==> src/rtl/wdg_pkg.sv <==
// Package: shared register offsets, control layout and the key step function.
// Assumes a single clock domain for register access and counting.
package wdg_pkg;

    localparam int ADDR_W = 3;
    localparam int KEY_W  = 16;

    localparam logic [ADDR_W-1:0] OFS_CTRL = 3'd0;
    localparam logic [ADDR_W-1:0] OFS_TMO  = 3'd1;
    localparam logic [ADDR_W-1:0] OFS_WIN  = 3'd2;
    localparam logic [ADDR_W-1:0] OFS_SVC  = 3'd3;
    localparam logic [ADDR_W-1:0] OFS_KEYS = 3'd4;
    localparam logic [ADDR_W-1:0] OFS_CNT  = 3'd5;

    // Control register, bit 0 at the bottom.
    typedef struct packed {
        logic keyed;   // bit 3
        logic win_en;  // bit 2
        logic lock;    // bit 1
        logic en;      // bit 0
    } ctrl_t;

    localparam int CTRL_W = $bits(ctrl_t);

    // One step of a right-shifting Galois LFSR.
    function automatic logic [KEY_W-1:0] key_step(input logic [KEY_W-1:0] s,
                                                  input logic [KEY_W-1:0] mask);
        return s[0] ? ((s >> 1) ^ mask) : (s >> 1);
    endfunction

endpackage

==> src/rtl/wdg_keygen.sv <==
// Key generator: holds the current key A and offers key B, its LFSR successor.
// On advance the state moves two steps, so new key A follows old key B.
// Assumes a non-zero seed; the all-zero state is never reached from one.
module wdg_keygen
    import wdg_pkg::*;
#(
    parameter logic [KEY_W-1:0] SEED = 16'hACE1,
    parameter logic [KEY_W-1:0] MASK = 16'hB400
) (
    input  logic             clk,
    input  logic             rst_n,
    input  logic             advance,
    output logic [KEY_W-1:0] key_a,
    output logic [KEY_W-1:0] key_b
);

    logic [KEY_W-1:0] state_q;

    // Key state: load seed on reset, double step on each accepted service.
    always_ff @(posedge clk) begin
        if (!rst_n)       state_q <= SEED;
        else if (advance) state_q <= key_step(key_step(state_q, MASK), MASK);
    end

    assign key_a = state_q;
    assign key_b = key_step(state_q, MASK);

    a_r9_nonzero: assert property (@(posedge clk) disable iff (!rst_n)
        state_q != '0);
    a_r9_hold: assert property (@(posedge clk) disable iff (!rst_n)
        !advance |=> $stable(state_q));

endmodule

==> src/rtl/wdg_counter.sv <==
// Supervision counter: counts while running, flags expiry at or above the
// limit, and flags a service window violation when the window is valid.
// Assumes clear and expiry both restart from zero on the next edge.
module wdg_counter #(
    parameter int CNT_W = 32
) (
    input  logic             clk,
    input  logic             rst_n,
    input  logic             run,
    input  logic             clear,
    input  logic [CNT_W-1:0] limit,
    input  logic [CNT_W-1:0] win_start,
    input  logic             win_en,
    output logic [CNT_W-1:0] count,
    output logic             expired,
    output logic             early
);

    logic [CNT_W-1:0] cnt_q;
    logic             win_valid;

    // Expiry and window decode from the current count.
    always_comb begin
        expired   = run && (cnt_q >= limit);
        win_valid = win_en && (win_start <= limit);
        early     = win_valid && (cnt_q < win_start);
    end

    // Count register: hold zero when idle, restart on service or expiry.
    always_ff @(posedge clk) begin
        if (!rst_n)                       cnt_q <= '0;
        else if (!run || clear || expired) cnt_q <= '0;
        else                              cnt_q <= cnt_q + 1'b1;
    end

    assign count = cnt_q;

    a_r1_idle_zero: assert property (@(posedge clk) disable iff (!rst_n)
        !run |=> cnt_q == '0);
    a_r3_restart: assert property (@(posedge clk) disable iff (!rst_n)
        expired |=> cnt_q == '0);
    a_r3_step: assert property (@(posedge clk) disable iff (!rst_n)
        (run && !clear && !expired) |=> cnt_q == $past(cnt_q) + 1'b1);

endmodule

==> src/rtl/wdg_pulse.sv <==
// Reset request stretcher: a trigger produces a registered high level for
// LEN cycles; a trigger during the pulse restarts the length.
// Assumes LEN is at least 1.
module wdg_pulse #(
    parameter int LEN = 16
) (
    input  logic clk,
    input  logic rst_n,
    input  logic trigger,
    output logic req
);

    localparam int LW = $clog2(LEN + 1);

    logic [LW-1:0] left_q;
    logic          req_q;

    // Remaining-cycle counter and registered request level.
    always_ff @(posedge clk) begin
        if (!rst_n) begin
            left_q <= '0;
            req_q  <= 1'b0;
        end else begin
            req_q <= trigger || (left_q > LW'(1));
            if (trigger)              left_q <= LW'(LEN);
            else if (left_q != '0)    left_q <= left_q - 1'b1;
        end
    end

    assign req = req_q;

    a_r10_follows: assert property (@(posedge clk) disable iff (!rst_n)
        trigger |=> req_q);
    a_r10_bounded: assert property (@(posedge clk) disable iff (!rst_n)
        left_q <= LW'(LEN));

endmodule

==> src/rtl/wdg_keyed_window.sv <==
// Keyed windowed watchdog top: configuration registers with lock, service
// decode (plain or two-key), event generation and the read port.
// Assumes bus access and counting share the oscillator clock domain.
module wdg_keyed_window
    import wdg_pkg::*;
#(
    parameter int               DATA_W    = 32,
    parameter logic [31:0]      TMO_RESET = 32'd1000,
    parameter int               PULSE_LEN = 16,
    parameter logic [KEY_W-1:0] KEY_SEED  = 16'hACE1,
    parameter logic [KEY_W-1:0] KEY_MASK  = 16'hB400
) (
    input  logic              clk,
    input  logic              rst_n,
    input  logic              wr_en,
    input  logic              rd_en,
    input  logic [ADDR_W-1:0] addr,
    input  logic [DATA_W-1:0] wdata,
    output logic [DATA_W-1:0] rdata,
    output logic              expire_evt,
    output logic              bad_service_evt,
    output logic              reset_req
);

    localparam int CNT_W = DATA_W;

    ctrl_t            ctrl_q;
    logic [CNT_W-1:0] tmo_q;
    logic [CNT_W-1:0] win_q;
    logic             stage_q;
    logic             exp_q;
    logic             bad_q;
    logic [DATA_W-1:0] rdata_q;

    logic [CNT_W-1:0] count;
    logic             expired;
    logic             early;
    logic [KEY_W-1:0] key_a;
    logic [KEY_W-1:0] key_b;

    logic cfg_wr;
    logic svc_hit;
    logic svc_good;
    logic svc_bad;
    logic svc_half;

    wdg_counter #(.CNT_W(CNT_W)) u_cnt (
        .clk       (clk),
        .rst_n     (rst_n),
        .run       (ctrl_q.en),
        .clear     (svc_good || svc_bad),
        .limit     (tmo_q),
        .win_start (win_q),
        .win_en    (ctrl_q.win_en),
        .count     (count),
        .expired   (expired),
        .early     (early)
    );

    wdg_keygen #(.SEED(KEY_SEED), .MASK(KEY_MASK)) u_key (
        .clk     (clk),
        .rst_n   (rst_n),
        .advance (svc_good),
        .key_a   (key_a),
        .key_b   (key_b)
    );

    wdg_pulse #(.LEN(PULSE_LEN)) u_pulse (
        .clk     (clk),
        .rst_n   (rst_n),
        .trigger (expired || svc_bad),
        .req     (reset_req)
    );

    // Service decode: expiry wins, then window, then plain or keyed check.
    always_comb begin
        cfg_wr   = wr_en && !ctrl_q.lock;
        svc_hit  = wr_en && (addr == OFS_SVC) && ctrl_q.en;
        svc_good = 1'b0;
        svc_bad  = 1'b0;
        svc_half = 1'b0;
        if (svc_hit && !expired) begin
            if (early)             svc_bad = 1'b1;
            else if (!ctrl_q.keyed) svc_good = 1'b1;
            else if (!stage_q) begin
                if (wdata[KEY_W-1:0] == key_a) svc_half = 1'b1;
                else                           svc_bad  = 1'b1;
            end else begin
                if (wdata[KEY_W-1:0] == key_b) svc_good = 1'b1;
                else                           svc_bad  = 1'b1;
            end
        end
    end

    // Configuration registers: writable until the lock bit is set.
    always_ff @(posedge clk) begin
        if (!rst_n) begin
            ctrl_q <= '0;
            tmo_q  <= CNT_W'(TMO_RESET);
            win_q  <= '0;
        end else if (cfg_wr) begin
            case (addr)
                OFS_CTRL: ctrl_q <= ctrl_t'(wdata[CTRL_W-1:0]);
                OFS_TMO:  tmo_q  <= wdata;
                OFS_WIN:  win_q  <= wdata;
                default:  ;
            endcase
        end
    end

    // Key handshake stage: set after a correct key A, cleared otherwise.
    always_ff @(posedge clk) begin
        if (!rst_n)                                          stage_q <= 1'b0;
        else if (!ctrl_q.en || expired || svc_bad || svc_good) stage_q <= 1'b0;
        else if (svc_half)                                   stage_q <= 1'b1;
    end

    // Registered one-cycle event outputs.
    always_ff @(posedge clk) begin
        if (!rst_n) begin
            exp_q <= 1'b0;
            bad_q <= 1'b0;
        end else begin
            exp_q <= expired;
            bad_q <= svc_bad;
        end
    end

    // Registered read port.
    always_ff @(posedge clk) begin
        if (!rst_n) rdata_q <= '0;
        else if (rd_en) begin
            case (addr)
                OFS_CTRL: rdata_q <= {{(DATA_W-CTRL_W){1'b0}}, ctrl_q};
                OFS_TMO:  rdata_q <= tmo_q;
                OFS_WIN:  rdata_q <= win_q;
                OFS_KEYS: rdata_q <= {{(DATA_W-2*KEY_W){1'b0}}, key_b, key_a};
                OFS_CNT:  rdata_q <= count;
                default:  rdata_q <= '0;
            endcase
        end
    end

    assign rdata           = rdata_q;
    assign expire_evt      = exp_q;
    assign bad_service_evt = bad_q;

    a_r2_lock_freeze: assert property (@(posedge clk) disable iff (!rst_n)
        ctrl_q.lock |=> $stable(ctrl_q) && $stable(tmo_q) && $stable(win_q));
    a_r11_exclusive: assert property (@(posedge clk) disable iff (!rst_n)
        !(exp_q && bad_q));
    a_r10_event_request: assert property (@(posedge clk) disable iff (!rst_n)
        (exp_q || bad_q) |-> reset_req);
    a_r5_early_reject: assert property (@(posedge clk) disable iff (!rst_n)
        (svc_hit && early && !expired) |=> bad_q);
    a_r1_quiet_when_off: assert property (@(posedge clk) disable iff (!rst_n)
        (!ctrl_q.en && !$past(ctrl_q.en)) |-> !exp_q && !bad_q);

endmodule

==> config.mk <==
export PLATFORM = sky130hd
export DESIGN_NAME = wdg_keyed_window
export DESIGN_NICKNAME = d
export VERILOG_FILES = /design/src/rtl/wdg_pkg.sv /design/src/rtl/wdg_keygen.sv /design/src/rtl/wdg_counter.sv /design/src/rtl/wdg_pulse.sv /design/src/rtl/wdg_keyed_window.sv
export SDC_FILE = /design/constraint.sdc
export NUM_CORES = 1
export LEC_CHECK = 0
export BUFFER_PORTS_ARGS = -buffer_cell sky130_fd_sc_hd__clkbuf_2
export CORE_MARGIN = 2
export CORE_UTILIZATION = 43
export CTS_BUF_LIST = sky130_fd_sc_hd__clkbuf_8 sky130_fd_sc_hd__clkbuf_16
export DETAILED_ROUTE_END_ITERATION = 12
export SKIP_CTS_REPAIR_TIMING = 1
export SLEW_MARGIN = 5
export SYNTH_ARGS = -nofsm -noshare
export SYNTH_HDL_FRONTEND = slang
export SYNTH_HIERARCHICAL = 1
export SYNTH_SLANG_ARGS = --single-unit
==> constraint.sdc <==
create_clock -name clk -period 3.75 [get_ports clk]
set_clock_uncertainty 0.15 [all_clocks]
set_input_delay 0 -clock clk [delete_from_list [all_inputs] [get_ports clk]]
set_output_delay 0 -clock clk [all_outputs]
set_load 0.05 [all_outputs]
---- Word-level counts from Yosys, hierarchy flattened ----
Index checks and enable logic that the tools add are counted.
storage, ports and cells
  word-level logic and storage cells ...... 79
  bits in registers ....................... 157
  output and inout bits ................... 35
operators by class
  reduce and logical (&&, ||, !) cells .... 27
  mux-type cells .......................... 21
  eq/ne operators ......................... 7
  bitwise logic cells ..................... 3
  $add $sub $neg .......................... 2
  $lt $le $gt $ge ......................... 4
operator list
  kind                                                number
  one-hot mux 32 bit (5 select lines)                 1
  adder 32 x 1 -> 32 bit, second input constant       1
  == test 16 bit                                      2
  greater-or-equal comparator 32 bit                  1
  less-or-equal comparator 32 bit                     1
  less-than comparator 32 bit                         1
  two-way mux 16 bit                                  2
  two-way mux 1 bit                                   16
  two-way mux 5 bit                                   2
  logical OR 1 bit                                    8
  NOT 3 -> 4 bit                                      2
  logical AND 1 bit                                   7
  == test 3 x 2 -> 1 bit, second input constant       2
  == test 3 bit, second input constant                2
  AND reduction 2 bit                                 3
  OR reduction 2 bit                                  3
  > comparator 5 x 1 -> 1 bit, second input constant  1
  nonzero test 5 bit                                  1
  subtractor 5 x 1 -> 5 bit, second input constant    1
  == test 3 x 1 -> 1 bit, second input constant       1
  logical NOT 1 bit                                   3
  logical NOT 3 bit                                   1
  nonzero test 2 bit                                  1
  NOT 1 bit                                           1

---- Depth between registers and ports, before layout ----
Gate-level depths: netlist (run 1).
  depth in word-level cells ............... 12
  mapped depth ............................ 15
  depth with buffers taken out ............ 14

---- Hierarchy ----
The synthesis (run 1) kept the hierarchy.
modules (own cells, without submodules)
  module            area each (µm²)  cells an instance  sequential area each (µm²)  times used
  wdg_keyed_window  5083.6           551                2062.0                      1
  wdg_counter       3659.8           466                640.6                       1
  wdg_keygen        739.5            72                 320.3                       1
  wdg_pulse         289.0            32                 120.1                       1

---- Worst setup path before layout (run 1) ----
OpenSTA, ideal clock, no wires.
  kind .................................... register -> register
  start point ............................. register tmo_q[18]
  end point ............................... register u_cnt.cnt_q[21], in the netlist u_cnt/count[21]
  data required time ...................... 3.485 ns
  cell stages (with the launch flop) ...... 16
  data arrival time ....................... 2.923 ns
  path buffers ............................ 2
  library setup time ...................... 0.115 ns
  slack ................................... 0.562 ns
  period minus slack after synthesis ...... 3.188 ns
  path through ............................ dfxtp_1 > inv_1 > ha_1 > a211oi_2 > a211oi_1 > o31ai_1 > o2111ai_1 > or4b_1 > a221oi_2 > nor2b_1 > a21oi_1 > nand3b_1 > or4_1 > buf_6 > buf_6 > nor2_1
between the ends
  cells in the longest elaborated chain, start to end .. 9
ends and longest elaborated chain
  element                                RTL line                 text
  start, declared                        wdg_keyed_window.sv:28   logic [CNT_W-1:0] tmo_q;
  start signal, assigned                 wdg_keyed_window.sv:99   tmo_q <= CNT_W'(TMO_RESET);
  start signal, assigned                 wdg_keyed_window.sv:104  OFS_TMO: tmo_q <= wdata;
  less-or-equal comparator 32 bit *      wdg_counter.sv:25        win_valid = win_en && (win_start <= limit);
  logical AND 1 bit *                    wdg_counter.sv:25
  logical AND 1 bit *                    wdg_counter.sv:26        early = win_valid && (cnt_q < win_start);
  via early                              wdg_keyed_window.sv:37   logic early;
  two-way mux 1 bit                      wdg_keyed_window.sv:83   if (early) svc_bad = 1'b1;
  two-way mux 1 bit                      wdg_keyed_window.sv:82   if (svc_hit && !expired) begin
  logical OR 1 bit *                     wdg_keyed_window.sv:51   .clear (svc_good || svc_bad),
  logical OR 1 bit * (2 in a row)        wdg_counter.sv:32        else if (!run || clear || expired) cnt_q <= '0;
  OR reduction 2 bit (no source line) *  --
  end signal, assigned                   wdg_counter.sv:33        else cnt_q <= cnt_q + 1'b1;
  end, declared                          wdg_counter.sv:19        logic [CNT_W-1:0] cnt_q;
The timed path passes the listed nets; every way through them passes the cells marked *.
A chain may end at the register's enable or synchronous reset.

---- Worst setup path in the final report (run 1) ----
  start point ............................. register u_cnt.cnt_q[0], in the netlist u_cnt/count[0]
  end point ............................... register u_key.state_q[13], in the netlist u_key/key_a[13]
between the ends
  cells in the longest elaborated chain, start to end .. 5
ends and longest elaborated chain
  element                             RTL line                text
  greater-or-equal comparator 32 bit  wdg_counter.sv:24       expired = run && (cnt_q >= limit);
  logical AND 1 bit                   wdg_counter.sv:24
  via expired                         wdg_keyed_window.sv:36  logic expired;
  logical NOT 1 bit                   wdg_keyed_window.sv:82
  logical AND 1 bit                   wdg_keyed_window.sv:82
  two-way mux 1 bit                   wdg_keyed_window.sv:82
  via svc_good                        wdg_keyed_window.sv:43  logic svc_good;
  end signal, assigned                wdg_keygen.sv:22        else if (advance) state_q <= key_step(key_step(state_q, MASK), MASK);
  end, declared                       wdg_keygen.sv:17        logic [KEY_W-1:0] state_q;
The timed path passes the listed nets, and every way through them passes these cells.

==> impl_summary.md, run 1 <==
Clock tree
The clock transition at the register clock pins on the worst setup and hold paths after CTS is approximately 0.060 ns. The H-tree generated during clock tree synthesis spans 4 levels. The longest clock path from root to sink contains 2 buffers. The master cell of the clock root buffer is clkbuf_16. The number of clock sinks seen by CTS is 157. The insertion delay to the later sink of the worst-skew pair is between 0.4 and 0.5 ns.

The number of buffers inserted during clock tree synthesis is 17. TritonCTS built the clock tree.

Timing
The post-route minimum period is 3.62 ns. On the final layout, the worst hold slack is -0.00257 ns. For the final routed database, the setup TNS stands at 0 ns. At the pin with the least slew margin, the transition time is between 0.7 and 0.8 ns.

Setup violations remaining at the end of the flow were counted as 0. The final hold violation count came to 1. Setup repair after global routing left no endpoint under its margin. After layout, the worst path uses a little over nine tenths of the clock period. The maximum operating frequency is about 0.28 GHz. Headroom to the max-slew limit came out at a little under half. The number of max-slew violations in the final report is 0.

Detailed routing
The number of antenna-violating nets in the routed design is 0. For this run, the detailed router's first-pass iteration total came to 5. The routed layout has just over 8000 vias. The mean routed wirelength per cell is 18.5 um. The detailed router's first-iteration violation count is 541. The post-detailed-route via-to-cell ratio is around 5.5.

Wires add up to between 20000 and 30000 um. In the routed design, unresolved DRC markers number 0.

Layout
Cells with a size suffix above 1 make up 15.0% of the layout. After routing the design area is between 10000 and 15000 um^2. Leaving out fill and tap cells, the most frequent cells in the layout are nand2_1 (175), dfxtp_1 (157), ha_1 (98), inv_1 (78), clkbuf_2 (72).

At the end of the flow, the number of nets in the layout was between 1000 and 1500. At the end of the flow the core is filled with cells to 50.6%. 0 antenna diodes ended up in the layout.

Leaving out fill and tap cells, the most frequent cell in the layout is nand2_1. The relative area change from synthesis to final layout is 16.4%.

Pwr
Combinational logic is responsible for roughly an eighth of the overall power. The proportion of total power due to net switching is 26.4%. The worst supply voltage drop on vdd is 244 uV. In this run the power spent charging and discharging nets is roughly 1.1 mW.

The power per standard cell area is ~360 nW/um^2. The internal portion of the total power is between 3 and 4 mW. The share of power burned in the clock network is between 40 and 50%.

Summed over all cells, the static leakage comes to 4.47 nW. Sequential cells burn a little over two fifths of the power.

Die
The die boundary width is ~150 um. The die covers 23900 um^2. The I/O pin total is 74. The die boundary height is around 150 um. The initialized floorplan defines 55 standard-cell rows. The starting utilization of the core area is 43.4%. The floorplan core area is 22500 um^2.

Placement
During placement, the flow inserted port buffers numbering between 70 and 80. After detailed placement, the total cell area comes to ~10000 um^2. The placed wire-length estimate is 20000 um.

At the end of routability-driven placement, the weighted congestion stood at just under 0.9.

Run
Across the run, the number of max-cap violations was 0.

Yosys
Synthesis inferred between 150 and 200 register bits. The gate count after technology mapping is about 1100. The average footprint of a synthesized cell is between 8 and 9 um^2.

The fraction of the yosys area taken by sequential cells is between 30% and 40%. The count of different cell masters after synthesis is 65. The biggest area consumer among synthesized cells is dfxtp_1. Synthesis produced a netlist with a net count of around 1300.

The most instantiated flip-flop cell in the synthesis netlist is dfxtp_1. In this run the cell area of the synthesized design comes to roughly 9800 um^2. The area share of the leading cell type in the synthesized netlist is between 30% and 40%. In this run, synthesis inferred 0 flip-flops with an integrated enable. By area the synthesized netlist is led by dfxtp_1 (32%), ha_1 (13%), nand2_1 (6.8%).

The number of warnings reported in the yosys synthesis log is 6. In the synthesized netlist the async set-or-reset flop fraction comes to 0%.

Critical path
The worst setup path is launched from a flip-flop. The beginning of the critical path is u_cnt/count[0]. The largest stage delay on the critical path is about 0.44 ns. Along the worst path, the maximum fanout reaches 18.

STA puts the critical path data required time at about 3.9 ns. For this design, the slowest cell found on the critical path is dfxtp_1. The worst register-to-register path begins at u_cnt/count[0]. The worst setup path is captured at a flip-flop.

The critical setup path kind is flip-flop to flip-flop. The signal on the critical path passes through inv_1 > ha_1 > nor3b_1 > o21ai_0 > a32oi_1 > a2111oi_2 > o31a_2 > nor3b_1 > nand3_1 > buf_4 > nor3b_2 > buf_12 > mux2i_1 > nand2_1. Data arrives at the worst endpoint at ~3.8 ns. Counting stages on the worst path, the most repeated cell is nor3b_1.

GRT
For this run, the total global-route usage over all layers was measured as 23.7%. Entering global routing, the biggest net connects 82 pins. The initial antenna violation count came to 0. The wire length of the first global-routing pass is between 40000 and 50000 um. The overflow left after global routing is 0. The number of global-route vias before repair was about 7900.

Outcome
The final reports fail on hold timing. The flow ran to the end, but the final reports show violations.

Worst hold path
The kind of path behind the tightest hold check is input pin to flip-flop. The startpoint of the tightest hold check path is addr[1].
## through the flow
| step | instances | power [mW] | setup WS, ns |
|---|---|---|---|
| floorplan | 1121 | 2.14 | 0.562 |
| global placement | 1446 | 2.29 | 0.222 |
| detailed placement | 1446 | 2.30 | 0.147 |
| CTS | 1478 | 4.14 | 0.106 |
| global route | 1513 | 4.30 | 0.0128 |
| finish | 1513 | 4.15 | 0.132 |
## critical path, delay by kind of cell (launching register included)
family,cells,cell delay [ns]
mux,1,0.21
flops,1,0.44
compound gates,4,1.07
buf+inv,3,0.45
simple gates,5,0.87
fa+ha+maj,1,0.29
## power by group through the flow
stage / sequential [mW] / combinational [mW] / clock (mW)
global placement: 1.80 / 0.496 / 0
global route: 1.77 / 0.590 / 1.95
CTS: 1.76 / 0.503 / 1.88
finish: 1.76 / 0.534 / 1.85
floorplan: 1.83 / 0.317 / 0
detailed placement: 1.80 / 0.500 / 0
## area by class of cell
cell class	instances	area, um^2
clock buffers	18	439
clock inverters	14	176
fillers	2091	11100
inverters	76	285
multi-input cells	824	6000
flip-flops and latches	157	3140
well taps	285	357
repair buffers	139	976
## synth_stat cells (20+ instances only)
master,instances
inv_1,76
nand2_1,176
buf_4,20
o2bb2ai_1,28
a21oi_1,39
clkbuf_1,20
a21boi_0,45
o21ai_0,21
nand4_1,23
ha_1,98
nand3_1,26
a221oi_2,22
and2_1,31
dfxtp_1,157
nor2_1,67
xor2_1,50
a22o_1,28
## final timing paths
check,to,slack (ns),cells past startpoint
worst max-delay path,u_key/key_a[13],0.13,14
worst min-delay path,tmo_q[31],-0.003,4
worst max register to register,u_key/key_a[13],0.13,14
worst min register to register,tmo_q[31],0.32,2
## state kept, by name, summed over array words and instances, names as in the netlist
name             cells
expire_evt           1
u_key/key_a         16
win_q               32
bad_service_evt      1
rdata               32
u_pulse/req          1
ctrl_q               4
stage_q              1
u_cnt/count         32
u_pulse/left_q       5
tmo_q               32
## routing by layer
metal  wire length, um  part of all wire (%)  global-route usage, %  vias to the layer above
li1                  -                     -                      -                     4124
met1             13500                    48                   32.9                     3897
met2             12800                    46                   38.2                      195
met3              1200                   4.3                   4.17                       30
met4               429                   1.5                   6.31                        0
met5                 0                     0                      0                        -
## logic make-up after synthesis
group	after synthesis	synth area share (%)
compound gates	234	19.3
buf+inv	140	6.93
xor+xnor	68	6.09
simple gates	402	20.2
fa+ha+maj	98	12.5
mux	22	2.77
flops	157	32.2
No activity file was read; power rests on OpenSTA's default activity.
==> inputs of run 2 (changes only) <==
- clock period: 3.75 -> 3.95 ns (I/O delays scaled with it)
==> impl_summary.md, run 2 (synthesis gave the netlist of run 1 again) <==
Outcome
The run finished, with violations left. The final reports fail on hold timing.

Timing
At the pin with the least slew margin, the transition time is slightly below 1 ns. Hold timing on the final database bottoms out at a slack of -0.00448 ns. Setup repair after global routing left no endpoint under its margin. The aggregate negative setup slack is 0 ns.

The worst relative slew slack is 33.5%. The maximum operating frequency is 0.269 GHz. Setup violations remaining at the end of the flow were counted as 0.

Subtracting the final worst setup slack from the clock period gives around 3.7 ns. The number of max-slew violations in the final report is 0. The final hold violation count is 1. Of the available clock period, the critical path in the final layout requires approximately 94%.

Clock tree
Counting along the longest clock path gives a buffer depth of 2. The number of H-tree branching levels is 4. The number of clock sinks seen by CTS is between 150 and 200. TritonCTS created 17 clock buffers.

The clock transition at the register clock pins on the worst setup and hold paths after CTS is approximately 0.070 ns. At the later pin of the worst-skew pair, clock insertion delay measures ~0.43 ns. The tree is rooted in a clkbuf_16. The CTS tree is built.

Layout
The antenna diode instance count is 0. Leaving out fill and tap cells, the most frequent cells in the layout are nand2_1 (175), dfxtp_1 (157), ha_1 (98), inv_1 (78), clkbuf_2 (72). In the final layout, the share of cells above drive strength 1 is between 10 and 15%. The filler cells instantiated in the layout total between 2000 and 2500.

The relative area change from synthesis to final layout is 15.1%. The layout net count is 1346. The most frequent standard cell in the layout excluding fill and tap cells is nand2_1.

Critical path
The worst path arrival time is slightly below 4 ns. The critical path's slowest cell is or4b_1. The critical path startpoint category is a flip-flop. The largest stage delay on the critical path is a little over 0.6 ns. Along the worst path, the maximum fanout reaches 14.

The dominant cell type by count on the critical path is nor2_1. The critical path is of the flip-flop to flip-flop type. The type of destination of the critical path is a flip-flop. Traced cell by cell, the critical path runs through inv_1 > ha_1 > a211oi_1 > nor2_1 > o31ai_2 > o2111ai_1 > or4b_1 > a221oi_4 > nor2b_1 > a21oi_1 > nand3b_1 > or4_1 > buf_4 > nor2_1. The worst endpoint required time is 4.12 ns. Counting cells, the worst reg-to-reg path comes to 14.

Placement
The count of input and output buffers is 73. Detailed placement ended at an HPWL of a little under 20000 um. The final RePlAce weighted congestion is between 0.8 and 0.9.

Detailed routing
In the routed design, unresolved DRC markers number 0. The total wirelength of the detailed-routed design is 27900 um. The first detailed-routing pass ran for 5 iterations. The routed layout has ~8300 vias. The number of antenna-violating nets in the routed design is 0. In the final routed layout, each cell accounts on average for around 19 um.

In the routed layout, each cell is associated on average with a via count of roughly 5.5. For this block, the initial DRC count from the detailed router was between 500 and 600.

GRT
The number of global-route vias before repair is approximately 7900. The wire length of the first global-routing pass is roughly 44000 um. Entering global routing, the biggest net connects between 80 and 90 pins. The initial antenna violation count is 0. Global routing used 23.5% of the available tracks across all layers. The overflow left after global routing is 0.

Pwr
The total leakage power is ~4.4 nW. Across the VDD grid, the largest voltage drop is 331 uV. The power per standard cell area is about 330 nW/um^2.

Die
The I/O pin total is 74. The initialized floorplan defines 55 standard-cell rows. The die boundary width is 155 um. The floorplan core area is between 20000 and 25000 um^2. The initial utilization of the core area, before any placement, comes to 43.4%.

The die boundary height is between 150 and 200 um. The floorplan step defined a die boundary enclosing about 24000 um^2.

Run
The reported max-cap violation count is 0.

Worst hold path
The number of stages on the worst hold path is 4. The path class of the tightest hold or removal check is input pin to flip-flop.
run 2: power by group:
part / total, mW / switching (mW) / leakage, nW / internal [mW]
Clock: 1.57 / 0.696 / 0.270 / 0.872
Combinational: 0.510 / 0.306 / 2.86 / 0.204
Sequential: 1.67 / 0.0440 / 1.27 / 1.63
Total: 3.75 / 1.05 / 4.40 / 2.70
run 2: area by class of cell:
cell class                 count  area (um^2)  share of cell area, %
clock buffer                  18          439                   3.91
clock inverter                13          103                  0.912
inverter                      76          285                   2.54
multi-input combinational    824         6000                   53.3
sequential                   157         3140                   28.0
tap                          285          357                   3.17
timing repair buffer         133          920                   8.18
run 2: metrics by stage:
step           util [%]  total power [mW]  cell area [um^2]  cells  setup WS, ns
6_report           50.0              3.75             11200   1506         0.238
2_1_floorplan         -              2.03              9770   1121         0.762
3_5_place_dp       46.0              2.18             10300   1441         0.133
3_3_place_gp       46.0              2.17             10300   1441         0.273
4_1_cts            48.4              3.75             10900   1472         0.105
5_1_grt            50.0              3.91             11200   1506        0.0319
run 2: worst paths after layout:
path	slack, ns	endpoint	start
min	-0.004	bad_service_evt	wr_en
max reg2reg	0.24	u_cnt/count[20]	tmo_q[21]
min reg2reg	0.33	tmo_q[9]	tmo_q[9]
max	0.24	u_cnt/count[20]	tmo_q[21]
run 2: layer usage:
layer,vias to the layer above,GRT usage [%],wire (um)
li1,4118,-,-
met1,3999,33.1,13300
met2,190,36.9,12800
met3,28,4.85,1310
met4,0,5.91,431
met5,-,0,0
run 2: worst max-delay path, delay by kind of cell, from the launching register on:
family          cells  cell delay (ns)
fa+ha+maj           1             0.32
simple gates        6             1.14
compound gates      5             1.31
buf+inv             2             0.31
flops               1             0.37
